[src/rtl/pcm_dma_pkg.sv]
package pcm_dma_pkg;

    typedef enum logic [1:0] {
        SEL_ADDR = 2'd0,
        SEL_LEN  = 2'd1,
        SEL_CTRL = 2'd2,
        SEL_NONE = 2'd3
    } reg_sel_e;

    localparam int ENABLE_BIT = 4;

endpackage

[src/rtl/pcm_period_timer.sv]
module pcm_period_timer #(
    parameter int PERIOD = 246,
    parameter int CNT_W  = 10
) (
    input  logic clk,
    input  logic rst_n,
    input  logic reload,
    input  logic hold,
    input  logic run,
    input  logic tick,
    output logic step
);
    localparam logic signed [CNT_W-1:0] PERIOD_S = CNT_W'(PERIOD);

    typedef struct packed {
        logic signed [CNT_W-1:0] cnt;
    } tmr_s;

    tmr_s s_d, s_q;
    logic signed [CNT_W-1:0] dec_d;

    always_comb begin
        s_d   = s_q;
        step  = 1'b0;
        dec_d = s_q.cnt - CNT_W'(1);
        if (reload) begin
            s_d.cnt = PERIOD_S;
        end else if (run && tick && !hold) begin
            if (dec_d[CNT_W-1] || (dec_d == '0)) begin
                s_d.cnt = dec_d + PERIOD_S;
                step    = 1'b1;
            end else begin
                s_d.cnt = dec_d;
            end
        end
    end

    always_ff @(posedge clk or negedge rst_n) begin
        if (!rst_n) begin
            s_q.cnt <= PERIOD_S;
        end else begin
            s_q <= s_d;
        end
    end

endmodule

[src/rtl/pcm_run_ctrl.sv]
module pcm_run_ctrl #(
    parameter int LEN_W     = 16,
    parameter int DATA_W    = 8,
    parameter int LEN_SHIFT = 4
) (
    input  logic              clk,
    input  logic              rst_n,
    input  logic              len_wr,
    input  logic              ctrl_wr,
    input  logic              ctrl_en_bit,
    input  logic [DATA_W-1:0] wr_data,
    input  logic              step,
    output logic              en,
    output logic              irq_flag,
    output logic              fetch_go
);
    typedef struct packed {
        logic signed [LEN_W-1:0] len;
        logic                    en;
        logic                    irq;
    } run_s;

    run_s s_d, s_q;
    logic signed [LEN_W-1:0] nlen_d;

    always_comb begin
        s_d      = s_q;
        fetch_go = 1'b0;
        nlen_d   = s_q.len - LEN_W'(1);
        if (step) begin
            s_d.len = nlen_d;
            if (nlen_d[LEN_W-1]) begin
                s_d.irq = 1'b1;
                s_d.en  = 1'b0;
            end else begin
                fetch_go = 1'b1;
            end
        end
        if (len_wr) begin
            s_d.len = (LEN_W'(wr_data) << LEN_SHIFT) + LEN_W'(1);
        end
        if (ctrl_wr) begin
            s_d.en  = ctrl_en_bit;
            s_d.irq = 1'b0;
        end
    end

    always_ff @(posedge clk or negedge rst_n) begin
        if (!rst_n) begin
            s_q.len <= '0;
            s_q.en  <= 1'b0;
            s_q.irq <= 1'b0;
        end else begin
            s_q <= s_d;
        end
    end

    assign en       = s_q.en;
    assign irq_flag = s_q.irq;

endmodule

[src/rtl/pcm_fetch_unit.sv]
module pcm_fetch_unit #(
    parameter int ADDR_W     = 15,
    parameter int DATA_W     = 8,
    parameter int DAC_W      = 7,
    parameter int ADDR_SHIFT = 6
) (
    input  logic              clk,
    input  logic              rst_n,
    input  logic              addr_wr,
    input  logic [DATA_W-1:0] wr_data,
    input  logic              fetch_go,
    input  logic              cancel,
    input  logic              mem_valid,
    input  logic [DAC_W-1:0]  mem_hi,
    output logic              mem_req,
    output logic [ADDR_W-1:0] mem_addr,
    output logic              busy,
    output logic              dac_strobe,
    output logic [DAC_W-1:0]  dac_data
);
    typedef struct packed {
        logic [ADDR_W-1:0] addr;
        logic              busy;
        logic              req;
        logic              strobe;
        logic [DAC_W-1:0]  dac;
    } fetch_s;

    fetch_s s_d, s_q;

    always_comb begin
        s_d        = s_q;
        s_d.req    = 1'b0;
        s_d.strobe = 1'b0;
        if (s_q.busy && mem_valid && !cancel) begin
            s_d.strobe = 1'b1;
            s_d.dac    = mem_hi;
            s_d.addr   = s_q.addr + ADDR_W'(1);
            s_d.busy   = 1'b0;
        end
        if (fetch_go) begin
            s_d.req  = 1'b1;
            s_d.busy = 1'b1;
        end
        if (cancel) begin
            s_d.req  = 1'b0;
            s_d.busy = 1'b0;
        end
        if (addr_wr) begin
            s_d.addr = ADDR_W'(ADDR_W'(wr_data) << ADDR_SHIFT);
        end
    end

    always_ff @(posedge clk or negedge rst_n) begin
        if (!rst_n) begin
            s_q.addr   <= '0;
            s_q.busy   <= 1'b0;
            s_q.req    <= 1'b0;
            s_q.strobe <= 1'b0;
            s_q.dac    <= '0;
        end else begin
            s_q <= s_d;
        end
    end

    assign mem_req    = s_q.req;
    assign mem_addr   = s_q.addr;
    assign busy       = s_q.busy;
    assign dac_strobe = s_q.strobe;
    assign dac_data   = s_q.dac;

endmodule

[src/rtl/pcm_sample_streamer.sv]
module pcm_sample_streamer #(
    parameter int PERIOD     = 246,
    parameter int ADDR_W     = 15,
    parameter int LEN_W      = 16,
    parameter int DATA_W     = 8,
    parameter int ADDR_SHIFT = 6,
    parameter int LEN_SHIFT  = 4
) (
    input  logic              clk,
    input  logic              rst_n,
    input  logic              wr_en,
    input  logic [1:0]        wr_sel,
    input  logic [DATA_W-1:0] wr_data,
    input  logic              cpu_tick,
    input  logic [DATA_W-2:0] status_in,
    output logic [DATA_W-1:0] status_out,
    output logic              irq,
    output logic              mem_req,
    output logic [ADDR_W-1:0] mem_addr,
    input  logic              mem_valid,
    input  logic [DATA_W-1:0] mem_data,
    output logic              dac_strobe,
    output logic [DATA_W-2:0] dac_data
);
    import pcm_dma_pkg::*;

    localparam int DAC_W = DATA_W - 1;
    localparam int CNT_W = $clog2(PERIOD + 1) + 2;

    reg_sel_e sel;
    logic     addr_wr, len_wr, ctrl_wr, en_bit;
    logic     en, busy, step, fetch_go, irq_flag;
    logic     data_lsb_unused;

    assign sel     = reg_sel_e'(wr_sel);
    assign addr_wr = wr_en && (sel == SEL_ADDR);
    assign len_wr  = wr_en && (sel == SEL_LEN);
    assign ctrl_wr = wr_en && (sel == SEL_CTRL);
    assign en_bit  = wr_data[ENABLE_BIT];
    assign data_lsb_unused = mem_data[0];

    pcm_period_timer #(
        .PERIOD (PERIOD),
        .CNT_W  (CNT_W)
    ) u_timer (
        .clk    (clk),
        .rst_n  (rst_n),
        .reload (ctrl_wr && en_bit),
        .hold   (ctrl_wr),
        .run    (en && !busy),
        .tick   (cpu_tick),
        .step   (step)
    );

    pcm_run_ctrl #(
        .LEN_W     (LEN_W),
        .DATA_W    (DATA_W),
        .LEN_SHIFT (LEN_SHIFT)
    ) u_run (
        .clk         (clk),
        .rst_n       (rst_n),
        .len_wr      (len_wr),
        .ctrl_wr     (ctrl_wr),
        .ctrl_en_bit (en_bit),
        .wr_data     (wr_data),
        .step        (step),
        .en          (en),
        .irq_flag    (irq_flag),
        .fetch_go    (fetch_go)
    );

    pcm_fetch_unit #(
        .ADDR_W     (ADDR_W),
        .DATA_W     (DATA_W),
        .DAC_W      (DAC_W),
        .ADDR_SHIFT (ADDR_SHIFT)
    ) u_fetch (
        .clk        (clk),
        .rst_n      (rst_n),
        .addr_wr    (addr_wr),
        .wr_data    (wr_data),
        .fetch_go   (fetch_go),
        .cancel     (ctrl_wr && !en_bit),
        .mem_valid  (mem_valid),
        .mem_hi     (mem_data[DATA_W-1:1]),
        .mem_req    (mem_req),
        .mem_addr   (mem_addr),
        .busy       (busy),
        .dac_strobe (dac_strobe),
        .dac_data   (dac_data)
    );

    assign irq        = irq_flag;
    assign status_out = {irq_flag, status_in};

endmodule

[config.mk]
export PLATFORM = sky130hd
export DESIGN_NAME = pcm_sample_streamer
export DESIGN_NICKNAME = d
export VERILOG_FILES = /design/src/rtl/pcm_dma_pkg.sv /design/src/rtl/pcm_period_timer.sv /design/src/rtl/pcm_run_ctrl.sv /design/src/rtl/pcm_fetch_unit.sv /design/src/rtl/pcm_sample_streamer.sv
export SDC_FILE = /design/constraint.sdc
export NUM_CORES = 1
export LEC_CHECK = 0
export BUFFER_PORTS_ARGS = -buffer_cell sky130_fd_sc_hd__buf_2
export CELL_PAD_IN_SITES_DETAIL_PLACEMENT = 0
export CELL_PAD_IN_SITES_GLOBAL_PLACEMENT = 1
export CORE_MARGIN = 1
export CORE_UTILIZATION = 43
export CTS_BUF_LIST = sky130_fd_sc_hd__clkbuf_8
export CTS_CLUSTER_SIZE = 40
export DETAILED_ROUTE_END_ITERATION = 8
export GPL_TIMING_DRIVEN = 1
export PLACE_DENSITY = 0.8
export SLEW_MARGIN = 20
export SYNTH_ARGS = -nofsm -noshare
export SYNTH_HDL_FRONTEND = slang
export SYNTH_SLANG_ARGS = --single-unit
[constraint.sdc]
create_clock -name clk -period 3.2 [get_ports clk]
set_clock_uncertainty 0.1 [all_clocks]
set_input_delay 0.8 -clock clk [delete_from_list [all_inputs] [get_ports clk]]
set_output_delay 0.8 -clock clk [all_outputs]
set_load 0.02 [all_outputs]
---- Word level (Yosys, flattened, before mapping) ----
Cells that the tools add are included.
word-level totals
  register bits ........................... 53
  bits in latches ......................... 0
  RAM bits ................................ 0
  memory bits (read-only) ................. 0
  input port bits ......................... 30
  output and inout bits ................... 33
  logic and storage cells ................. 57
  memories kept ........................... 0
cells by class
  $add $sub $neg .......................... 5
  multiply operators ...................... 0
  div/mod/pow operators ................... 0
  magnitude comparators ................... 0
  equality and inequality tests ........... 2
  shift-type cells ........................ 0
  multiplexer cells ....................... 17
  bitwise operators ....................... 0
  reductions and logical operators ........ 24
operators with widths
  operator                                              number
  2-to-1 mux 16 bit                                     2
  2-to-1 mux 10 bit                                     3
  2-to-1 mux 18 bit                                     1
  subtractor 16 x 2 -> 16 bit (second input constant)   1
  adder 15 x 1 -> 15 bit (second input constant)        1
  2-to-1 mux 15 bit                                     1
  adder 12 x 1 -> 13 bit (second input constant)        1
  adder 10 x 9 -> 10 bit (second input constant)        1
  logical AND 1 bit                                     10
  zero test 10 bit                                      1
  nonzero test 2 bit                                    5
  subtractor 10 x 2 -> 10 bit (second input constant)   1
  2-to-1 mux 2 bit                                      4
  2-to-1 mux 8 bit                                      1
  2-to-1 mux 1 bit                                      5
  zero test 1 bit                                       4
  nonzero test 3 bit                                    1
  equality test 2 x 1 -> 1 bit (second input constant)  1
  equality test 2 bit (second input constant)           1
  zero test 2 bit                                       1
  AND reduction 2 bit                                   1
  logical OR 1 bit                                      1

---- Longest topological paths before layout ----
Gate-level depths: netlist of run 1.
  word-level depth ........................ 9
  depth in mapped cells ................... 12
  gate-level depth less buffers ........... 10

---- Modules after synthesis ----
A second synthesis of run 1 with hierarchy kept.
unflattened totals
  cell total of the unflattened synthesis .. 376
  area, all modules ....................... 3372.0 µm²
by module, submodules not included
  module               times used  cells an instance  area an instance (µm²)  sequential area each (µm²)
  pcm_fetch_unit       1           125                1199.9                  625.6
  pcm_period_timer     1           130                1031.0                  257.7
  pcm_run_ctrl         1           107                1024.7                  450.4
  pcm_sample_streamer  1           14                 116.4                   0.0

---- Least setup slack after synthesis of run 1 ----
No wires, ideal clock.
  kind .................................... register to register
  from .................................... register u_timer.s_q[1] (netlist name)
  to ...................................... register u_run.s_q[5] (netlist name)
  library setup time ...................... 0.076 ns
  data arrival time ....................... 2.646 ns
  data required time ...................... 3.024 ns
  path slack .............................. 0.377 ns
  stages on the path, launching flop included .. 10
  buffers on the path ..................... 3
  clock period less this slack ............ 2.823 ns
  cell sequence ........................... dfstp_2 -> buf_2 -> inv_1 -> ha_1 -> clkbuf_1 -> o32a_1 -> o31a_1 -> buf_6 -> or4_1 -> o21ai_1
on the way
  cells in the longest elaborated chain, start to end .. 7
ends and longest elaborated chain
  what                                     line                    source
  from (decl)                              pcm_period_timer.sv:19  tmr_s s_d, s_q;
  subtractor 10 x 2 -> 10 bit (*)          pcm_period_timer.sv:25  dec_d = s_q.cnt - CNT_W'(1);
  zero test 10 bit                         pcm_period_timer.sv:29  if (dec_d[CNT_W-1] || (dec_d == '0)) begin
  logical OR 1 bit (*)                     pcm_period_timer.sv:29
  2-to-1 mux 1 bit (*)                     pcm_period_timer.sv:29
  2-to-1 mux 1 bit (*)                     pcm_period_timer.sv:28  end else if (run && tick && !hold) begin
  2-to-1 mux 1 bit (*)                     pcm_period_timer.sv:26  if (reload) begin
  nonzero test 2 bit (no source line) (*)  n/a
  to (decl)                                pcm_run_ctrl.sv:23      run_s s_d, s_q;
Every way passes the cells marked *; elsewhere a longest branch is shown, timed or not.
A chain may end at the register's enable or synchronous reset.

---- Worst setup path in the final report of run 1 ----
  from .................................... register u_timer.s_q[1] (netlist name)
  to ...................................... register u_run.s_q[12] (netlist name)
Same word-level chain as after synthesis.

==> metrics.txt, run 1 <==
Non-Filler Instances=~560; core area=0.00785 sq mm; ant diodes=0; IO Count=63; hold depth=1; Clock Tree Buf Depth=2; R2R Setup Slk=approximately 0.21 ns; Worst Hold End=u_fetch.dac_data[1]; crit share post-route=0.934; CP max FO=23; largest net degree at the start of global routing=54; clock root buffer=clkbuf_8; P per Cell Area=587 mW/mm^2; GPL Wtd Cong=0.843; Final Hold Vio Count=0; post-synthesis sequential area ratio=0.376; total track usage=0.218; status=finished, final reports clean; initial antenna violation count=0; WS Path Type=flip-flop to flip-flop; GR Overflow Total=0; Post-CTS Setup Inserts=0; # clock sinks=between 50 and 60; Yosys Warn Count=0; Clk Latency, worst-skew pair=between 0.3 and 0.4 ns; Routed Antenna Nets=0; Die Wd=between 90 and 100 microns; dpl cells=between 500 and 600; drt drc=0; Worst setup EP type=flip-flop; CP arrival=3.13 ns; Worst Path Required=3.34 ns; Setup TNS Final=0 ns; fraction of layout cells with a size suffix above 1=0.219; DIE AREA=0.00862 sq mm; Core Rows=32; Post-Syn Area=roughly 0.0035 sq mm; starting density of the core=0.452; global-route wire length before repair=roughly 15000 microns; Post-DP HPWL=between 6000 and 7000 microns; EDFF count, synth=0; worst r2r path cells=11; clock-pin slew on the worst setup and hold paths=0.11 ns; Post-Syn Area per Cell=8.57 sq um; Peak Freq=335 MHz; Seq cells post-synth=53; DR WL/cell=around 16 microns; CTS resizes=0; DR pass1 iterations=4; vias in the first global route=just over 3000; Routed WL=8810 microns; RSZ-0062 raised after global routing=no; relative slew slack=0.474; predominant post-synthesis flop cell=dfrtp_1; total number of vias=around 3300; asr flop ratio synth=1.00; Place WS=approximately 0.25 ns; CTS H-Tree Depth=2; Hold Path Origin=u_fetch.dac_data[1]; Cell variety after synth=between 70 and 80; Worst Hold Class=flip-flop to flip-flop; worst r2r dst=u_run.s_q[12]; CTS tree=yes; most frequent cells in the layout=47 x buf_2, 47 x dfrtp_1, 43 x nor2_1, 41 x nand2_1, 24 x o21ai_0; final setup fails=0; Detailed Route Iter0 Violations=approximately 180; CTS buffer count=5; Leak=1.69 nW; Pins Over Slew Limit=0; Post-Synthesis Cells=between 400 and 500; Post-CTS Hold Fix Bufs=0; Worst Tran Pin Value=about 0.79 ns; Syn-to-layout area delta=12.5%; reg2reg start=u_timer.s_q[1]; maximum vdd drop=314 uV; Die Y=around 93 microns; I/O Buffers=47; Mapped Nets=~450; Setup WS post-layout=roughly 0.21 ns; minimum clock period=2.99 ns; crit path launch type=flip-flop; layout net count=490; Vias/cell=5.82; Max Cap Viol=0
worst max-delay path by stage:
stage | startpoint | end | slack (ns)
2_1_floorplan | u_timer.s_q[1] | u_run.s_q[5] | 0.38
3_3_place_gp | u_timer.s_q[1] | u_run.s_q[12] | 0.29
3_5_place_dp | u_timer.s_q[1] | u_run.s_q[12] | 0.25
4_1_cts | u_timer.s_q[1] | u_run.s_q[12] | 0.21
5_1_grt | u_timer.s_q[1] | u_run.s_q[10] | 0.09
6_report | u_timer.s_q[1] | u_run.s_q[12] | 0.21
critical path, stage by stage, from the launching register on:
cell	delay (ns)
dfstp_2	0.54
inv_1	0.06
ha_1	0.27
buf_4	0.20
nor3b_2	0.18
buf_4	0.16
nand3_1	0.10
nand3b_1	0.11
o31a_1	0.34
buf_12	0.17
or4_1	0.50
a31oi_1	0.17
cell families (layout without fill, tap and decap cells):
family	Yosys count	in the layout	synth area share
simple gates	184	184	0.282
compound gates	96	96	0.183
flops	53	53	0.376
buf+inv	46	88	0.0621
xor+xnor	21	21	0.0519
mux	9	9	0.0279
fa+ha+maj	5	5	0.0176
flip-flops by register name (all words and copies together) (netlist names):
name and flops:
u_run.en 1, u_run.s_q 16, u_fetch.mem_req 1, u_run.irq_flag 1, u_fetch.busy 1, u_fetch.mem_addr 15
u_fetch.dac_data 7, u_timer.s_q 10, u_fetch.dac_strobe 1
cell type report:
class	count	area [sq um]
Sequential cell	53	1330
Clock buffer	5	68.8
Fill cell	754	3860
Tap cell	102	128
Inverter	14	52.6
Multi-Input combinational cell	315	2000
Timing Repair Buffer	66	390
Clock inverter	3	17.5
per-stage QoR:
step / utilization / hold WS (ns) / total power [mW] / area, sq um
finish: 0.508 / 0.412 / 2.34 / 3990
global route: 0.508 / 0.433 / 2.50 / 3990
CTS: 0.508 / 0.414 / 2.35 / 3990
detailed placement: 0.497 / 0.391 / 1.95 / 3900
global placement: 0.497 / 0.388 / 1.93 / 3900
floorplan: - / 0.403 / 1.63 / 3550
routing by layer:
metal | up-vias | GRT usage | share of wire
met3 | 14 | 0.0460 | 0.059
li1 | 1592 | - | -
met4 | 0 | 0.0577 | 0.014
met5 | - | 0 | 0
met1 | 1551 | 0.311 | 0.48
met2 | 93 | 0.333 | 0.45
power breakdown:
group | total (mW) | switching, mW | internal, mW
Sequential | 0.974 | 0.160 | 0.814
Combinational | 0.972 | 0.576 | 0.396
Clock | 0.397 | 0.243 | 0.154
Total | 2.34 | 0.978 | 1.36
Yosys cell counts, types with 3 or more instances:
master	instances	share of area
inv_1	14	0.015
a21boi_0	3	0.0063
xnor2_1	17	0.042
a21o_1	3	0.0063
dfrtp_1	47	0.33
a31oi_1	10	0.018
nor4_1	4	0.0071
o21ai_0	24	0.034
or3_1	5	0.0088
nand4_1	5	0.0088
mux2_2	7	0.022
nand3b_1	3	0.0063
a311oi_1	3	0.0074
dfstp_2	6	0.044
nor3b_1	3	0.0063
a21oi_1	15	0.021
and2_1	5	0.0088
o31ai_1	6	0.013
ha_1	5	0.018
nor3_1	15	0.021
or2_2	4	0.0071
buf_2	5	0.0071
nand4b_1	5	0.012
or4_1	6	0.013
nand2_1	41	0.043
nor2b_1	3	0.0053
and3_1	3	0.0053
xor2_1	4	0.0099
nand3_1	20	0.028
nor4b_1	3	0.0074
o32ai_1	3	0.0074
nor2_1	43	0.046
buf_4	9	0.019
clkbuf_1	15	0.016
(Power assumes the default switching activity.)
==> run 2: changes to the inputs <==
--- a/config.mk
+++ b/config.mk
@@ -18,4 +18,5 @@
 export SLEW_MARGIN = 20
 export SYNTH_ARGS = -nofsm -noshare
 export SYNTH_HDL_FRONTEND = slang
+export SYNTH_HIERARCHICAL = 1
 export SYNTH_SLANG_ARGS = --single-unit
==> metrics.txt, run 2 <==
status=finished, final reports clean; drt drc=0 (unchanged); Non-Filler Instances=530 (-5.0%); CP max FO=8 (-65%); share of the synthesized area in the top cell type=0.349 (+0.0172); most frequent cell after synthesis=nand2_1; Worst Tran Pin Value=0.704 ns (-0.0828 ns); total number of vias=2902 (-11%); WL met1=3760 microns (-11%); Die Wd=90.6 microns (-2.4%); Mapped Nets=412 (-8.2%); max FFs per register=16 (unchanged); Post-Syn Area=0.00337 sq mm (-4.9%); crit share post-route=0.961 (+0.0272); ant diodes=0 (unchanged); Routed WL=7710 microns (-12%); Fillers=671 (-11%); clock share of power=0.192 (+0.023); Clock Tree Buf Depth=2 (unchanged); CTS H-Tree Depth=2 (unchanged); multi-input logic area=0.00190 sq mm (-5.0%); synth top area cells=dfrtp_1 35%, nand2_1 5.5%, xnor2_1 5.2%; Synth top cells by count=49 x nand2_1, 47 x dfrtp_1, 36 x nor2_1; Routed Antenna Nets=0 (unchanged); Die Y=90.6 microns (-2.4%); switch share=0.387 (-0.0311); total track usage=0.193 (-0.0245); Synth area leader=dfrtp_1; Hold WS=0.379 ns (-0.0332 ns); # clock sinks=53 (unchanged); top sig layer=met4; clock root buffer=clkbuf_8; Core Rows=31 (-3.1%); GR Overflow Total=0 (unchanged); GPL Wtd Cong=0.800 (-5.1%); Post-CTS Setup Inserts=0 (unchanged); CP top delay family=simple AND/OR/NAND/NOR gates; overall power=2.42 mW (+3.2%); Vias/cell=5.48 (-6.0%); IO Count=63 (unchanged); WS Path Type=flip-flop to flip-flop; crit path launch type=flip-flop; Peak Freq=325 MHz (-2.8%); CP arrival=3.16 ns (+0.03 ns); initial antenna violation count=0 (unchanged); Clk Latency, worst-skew pair=0.32 ns (about the same); dpl cells=522 (-5.1%); starting density of the core=0.455 (+0.00315); WL met2=3460 microns (-12%); Seq cells post-synth=53 (unchanged); CP Cell Sequence=inv_2 -> ha_4 -> nor3b_4 -> nand3b_1 -> or4b_4 -> o41ai_4 -> and2_4 -> or3b_1 -> buf_6 -> nor4_4 -> xnor2_1 -> o21ai_1; minimum clock period=3.07 ns (+0.0872 ns); vias in the first global route=2706 (-11%); core area=0.00741 sq mm (-5.6%); EDFF count, synth=0 (unchanged); final setup fails=0 (unchanged); relative slew slack=0.529 (+0.0551); DR WL/cell=14.5 microns (-7.8%); Pins Over Slew Limit=0 (unchanged); Final Hold Vio Count=0 (unchanged); Post-Synthesis Cells=376 (-9.2%); Place WS=-0.0241 ns (-0.271 ns); P per Cell Area=614 mW/mm^2 (+4.6%); post-synthesis sequential area ratio=0.396 (+0.0195); clock-pin slew on the worst setup and hold paths=0.10 ns (about the same); Post-Syn Area per Cell=8.97 sq um (+4.7%); Cell variety after synth=68 (-5.6%); most frequent cells in the layout=49 x nand2_1, 47 x buf_2, 47 x dfrtp_1, 35 x nor2_1, 23 x buf_4; Buf/Inv on CP=2 (-2); met3 WL=420 microns (-19%); maximum vdd drop=425 uV (+35%); Yosys Warn Count=6 (+6); Worst Path Required=3.29 ns (-0.05 ns); Worst Hold Class=flip-flop to flip-flop; Final Util=0.532 (+0.0234); Net Sw Power=0.935 mW (-4.4%); Syn-to-layout area delta=16.8%; I/O Buffers=47 (unchanged); Worst setup EP type=flip-flop; combinational power share=0.417 (+0.002); Internal=1.48 mW (+8.8%); Crit-path slowest cell=dfstp_2; layout net count=466 (-4.9%); Post-DP HPWL=5600 microns (-11%); CTS buffer count=5 (unchanged); Largest Register=u_run/s_q; CTS tree=yes; DIE AREA=0.00820 sq mm (-4.8%); predominant post-synthesis flop cell=dfrtp_1; DR pass1 iterations=4 (unchanged); fraction of layout cells with a size suffix above 1=0.260 (+0.0406); slowest stage delay, CP=0.55 ns (about the same); Max Cap Viol=0 (unchanged); most common cell after layout, fill and taps aside=nand2_1; Register Area=0.00133 sq mm (unchanged); asr flop ratio synth=1.00 (unchanged); Leak=1.79 nW (+6.4%); Detailed Route Iter0 Violations=217 (+22%); global-route wire length before repair=13000 microns (-13%); largest net degree at the start of global routing=54 (unchanged); Reg power frac=0.391 (-0.025); Setup WS post-layout=0.125 ns (-0.0872 ns)
-- run 2: cell families after synthesis --
family          synth area share
compound gates             0.140
xor+xnor                  0.0649
fa+ha+maj                 0.0223
buf+inv                   0.0583
flops                      0.396
mux                       0.0119
simple gates               0.307
-- run 2: power by group through the flow --
stage                     clock [mW]  combinational [mW]  sequential (mW)
after floorplan                    0               0.652             1.01
after global placement             0               0.982            0.950
after CTS                      0.481                1.00            0.944
after detailed placement           0               0.998            0.952
final                          0.465                1.01            0.946
after global routing           0.503                1.12            0.961
-- run 2: through the flow --
step                TNS [ns]  area (sq um)
floorplan              -2.57          3430
global placement           0          3800
detailed placement   -0.0241          3800
CTS                        0          3920
global route         -0.0223          3940
finish                     0          3940
-- run 2: metal layers --
layer  track usage  vias up
met5             0        -
met4        0.0497        0
met3        0.0455        9
met2         0.297       72
met1         0.272     1374
li1              -     1447
-- run 2: final cells by class --
class	instances	area share
tap	99	0.0314
clock inverter	3	0.0108
clock buffer	5	0.0175
sequential	53	0.339
inverter	14	0.0133
multi-input combinational	285	0.482
timing repair buffer	71	0.106
-- run 2: timing repair --
| item | in CTS | in global routing |
|---|---|---|
| hold buffers | 0 | 0 |
| pin swaps | 1 | 2 |
| resized for setup | 1 | 5 |
| setup endpoints to repair | 1 | 4 |
-- run 2: worst paths after layout --
kind                       slack [ns]  cells past startpoint           startpoint                  end
max in group asynchronous        2.05                      2                rst_n       u_timer/s_q[3]
max reg2reg                      0.13                     12       u_timer/s_q[1]         u_run/s_q[7]
min in group asynchronous        0.48                      2                rst_n        u_run/s_q[13]
max                              0.13                     12       u_timer/s_q[1]         u_run/s_q[7]
min                              0.38                      2  u_fetch/dac_data[0]  u_fetch/dac_data[0]
min reg2reg                      0.38                      2  u_fetch/dac_data[0]  u_fetch/dac_data[0]
-- run 2: worst register-to-register path: cells and delay by family (launching register included) --
family	cells	cell delay, ns
AND/OR/NAND/NOR	6	1.46
AO/OA/AOI/OAI	2	0.33
XOR/XNOR	1	0.17
buffers and inverters	2	0.21
adder cells (fa/ha/maj)	1	0.16
flip-flops	1	0.55
==> run 3: changes to the inputs <==
--- a/config.mk
+++ b/config.mk
@@ -14,7 +14,7 @@
 export CTS_CLUSTER_SIZE = 40
 export DETAILED_ROUTE_END_ITERATION = 8
 export GPL_TIMING_DRIVEN = 1
-export PLACE_DENSITY = 0.8
+export PLACE_DENSITY = 0.84
 export SLEW_MARGIN = 20
 export SYNTH_ARGS = -nofsm -noshare
 export SYNTH_HDL_FRONTEND = slang
==> metrics.txt, run 3 (synthesis results as in run 2) <==
IO Count=63 (unchanged); Worst Path Required=3.34 ns (+0.05 ns); Die Wd=90.6 microns (unchanged); Post-DP HPWL=5800 microns (+3.6%); relative slew slack=0.535 (+0.00633); Syn-to-layout area delta=16.8% (about the same); crit share post-route=0.964 (+0.00304); clock root buffer=clkbuf_8; Die Y=90.6 microns (unchanged); CP arrival=3.23 ns (+0.07 ns); CTS buffer count=5 (unchanged); Crit-path slowest cell=dfstp_2; status=finished, final reports clean; WS Path Type=flip-flop to flip-flop; CP Cell Sequence=inv_2 -> ha_4 -> nor3b_4 -> nand3b_1 -> or4b_4 -> o41ai_4 -> and2_4 -> or3b_1 -> buf_6 -> or3_1 -> a21oi_1; # clock sinks=53 (unchanged); max FFs per register=16 (unchanged); Pins Over Slew Limit=0 (unchanged); dpl cells=521 (-0.19%); Buf/Inv on CP=2 (unchanged); minimum clock period=3.08 ns (+0.00974 ns); slowest stage delay, CP=0.55 ns (about the same); overall power=2.40 mW (-0.86%); CTS H-Tree Depth=2 (unchanged); largest net degree at the start of global routing=29 (-46%); Largest Register=u_run/s_q; Final Hold Vio Count=0 (unchanged); Routed Antenna Nets=0 (unchanged); initial antenna violation count=0 (unchanged); fraction of layout cells with a size suffix above 1=0.258 (-0.00232); most frequent cells in the layout=49 x nand2_1, 47 x buf_2, 47 x dfrtp_1, 36 x nor2_1, 23 x o21ai_0; DIE AREA=0.00820 sq mm (unchanged); Leak=1.79 nW (about the same); Worst Tran Pin Value=0.694 ns (-0.00945 ns); total track usage=0.197 (+0.00347); ant diodes=0 (unchanged); vias in the first global route=2776 (+2.6%); total number of vias=2923 (+0.72%); starting density of the core=0.455 (unchanged); CP top delay family=simple AND/OR/NAND/NOR gates; Max Cap Viol=0 (unchanged); GR Overflow Total=0 (unchanged); Detailed Route Iter0 Violations=179 (-18%); maximum vdd drop=401 uV (-5.8%); Vias/cell=5.52 (+0.72%); DR WL/cell=14.8 microns (+2.0%); Post-CTS Hold Fix Bufs=0 (unchanged); Worst setup EP type=flip-flop; DR pass1 iterations=4 (unchanged); clock-pin slew on the worst setup and hold paths=0.10 ns (about the same); I/O Buffers=47 (unchanged); Final Util=0.531 (about the same); most common cell after layout, fill and taps aside=nand2_1; RSZ-0062 raised after global routing=yes; core area=0.00741 sq mm (unchanged); Clock Tree Buf Depth=2 (unchanged); drt drc=0 (unchanged); P per Cell Area=609 mW/mm^2 (-0.83%); layout net count=466 (unchanged); Worst Hold Class=primary input to async pin; global-route wire length before repair=13100 microns (+1.2%); Clk Latency, worst-skew pair=0.32 ns (about the same); GPL Wtd Cong=0.871 (+8.9%); CP max FO=8 (unchanged); CTS tree=yes; crit path launch type=flip-flop; Peak Freq=324 MHz (-0.32%); Non-Filler Instances=530 (unchanged); Core Rows=31 (unchanged); final setup fails=0 (unchanged); Setup TNS Final=0 ns (unchanged); Routed WL=7860 microns (+2.0%)
[run 3: per-stage QoR]
stage	cell area (sq um)	setup slack, ns	hold WS, ns
after CTS	3930	0.0795	0.381
after global routing	3940	-0.0244	0.396
after floorplan	3430	-0.403	0.404
after global placement	3810	0.0414	0.355
after detailed placement	3810	-0.0851	0.357
final	3940	0.115	0.377
[run 3: worst reg2reg max path, cell delays in order, from the launching register on]
cell	delay, ns
dfstp_2	0.55
inv_2	0.05
ha_4	0.16
nor3b_4	0.15
nand3b_1	0.10
or4b_4	0.49
o41ai_4	0.24
and2_4	0.19
or3b_1	0.35
buf_6	0.16
or3_1	0.32
a21oi_1	0.14
[run 3: layout make-up]
cell class / instances / area (sq um)
clock buffers: 7 / 96.3
clock inverters: 1 / 8.76
fillers: 690 / 3470
inverters: 14 / 52.6
multi-input cells: 285 / 1890
flip-flops and latches: 53 / 1330
well taps: 99 / 124
repair buffers: 71 / 432
[run 3: per-layer routing]
layer  global-route usage  wire length (microns)  share of wire  up-vias
met1                0.278                   3850           0.49     1410
li1                     -                      -              -     1447
met3               0.0320                    313          0.040        6
met5                    0                      0              0        -
met4               0.0403                     65         0.0083        0
met2                0.317                   3630           0.46       60
[run 3: power breakdown]
group | leakage [nW] | switching (mW) | internal, mW
Combinational | 1.06 | 0.569 | 0.440
Sequential | 0.676 | 0.136 | 0.812
Clock | 0.0549 | 0.240 | 0.201
Total | 1.79 | 0.945 | 1.45
[run 3: repair_timing]
action,CTS,global route
endpoints found under the setup margin,6,5
gates resized for setup,2,1
buffers inserted,0,1
pin swaps,2,2
[run 3: final timing paths]
kind	startpoint	endpoint	slack [ns]	cells after the start
worst min register to register	u_fetch/dac_data[6]	u_fetch/dac_data[6]	0.38	2
worst min-delay path	rst_n	u_fetch/mem_addr[14]	0.38	1
worst max-delay path	u_timer/s_q[1]	u_run/s_q[15]	0.12	11
worst max register to register	u_timer/s_q[1]	u_run/s_q[15]	0.12	11
min in group clk	u_fetch/dac_data[6]	u_fetch/dac_data[6]	0.38	2
max in group asynchronous	rst_n	u_timer/s_q[4]	1.99	2
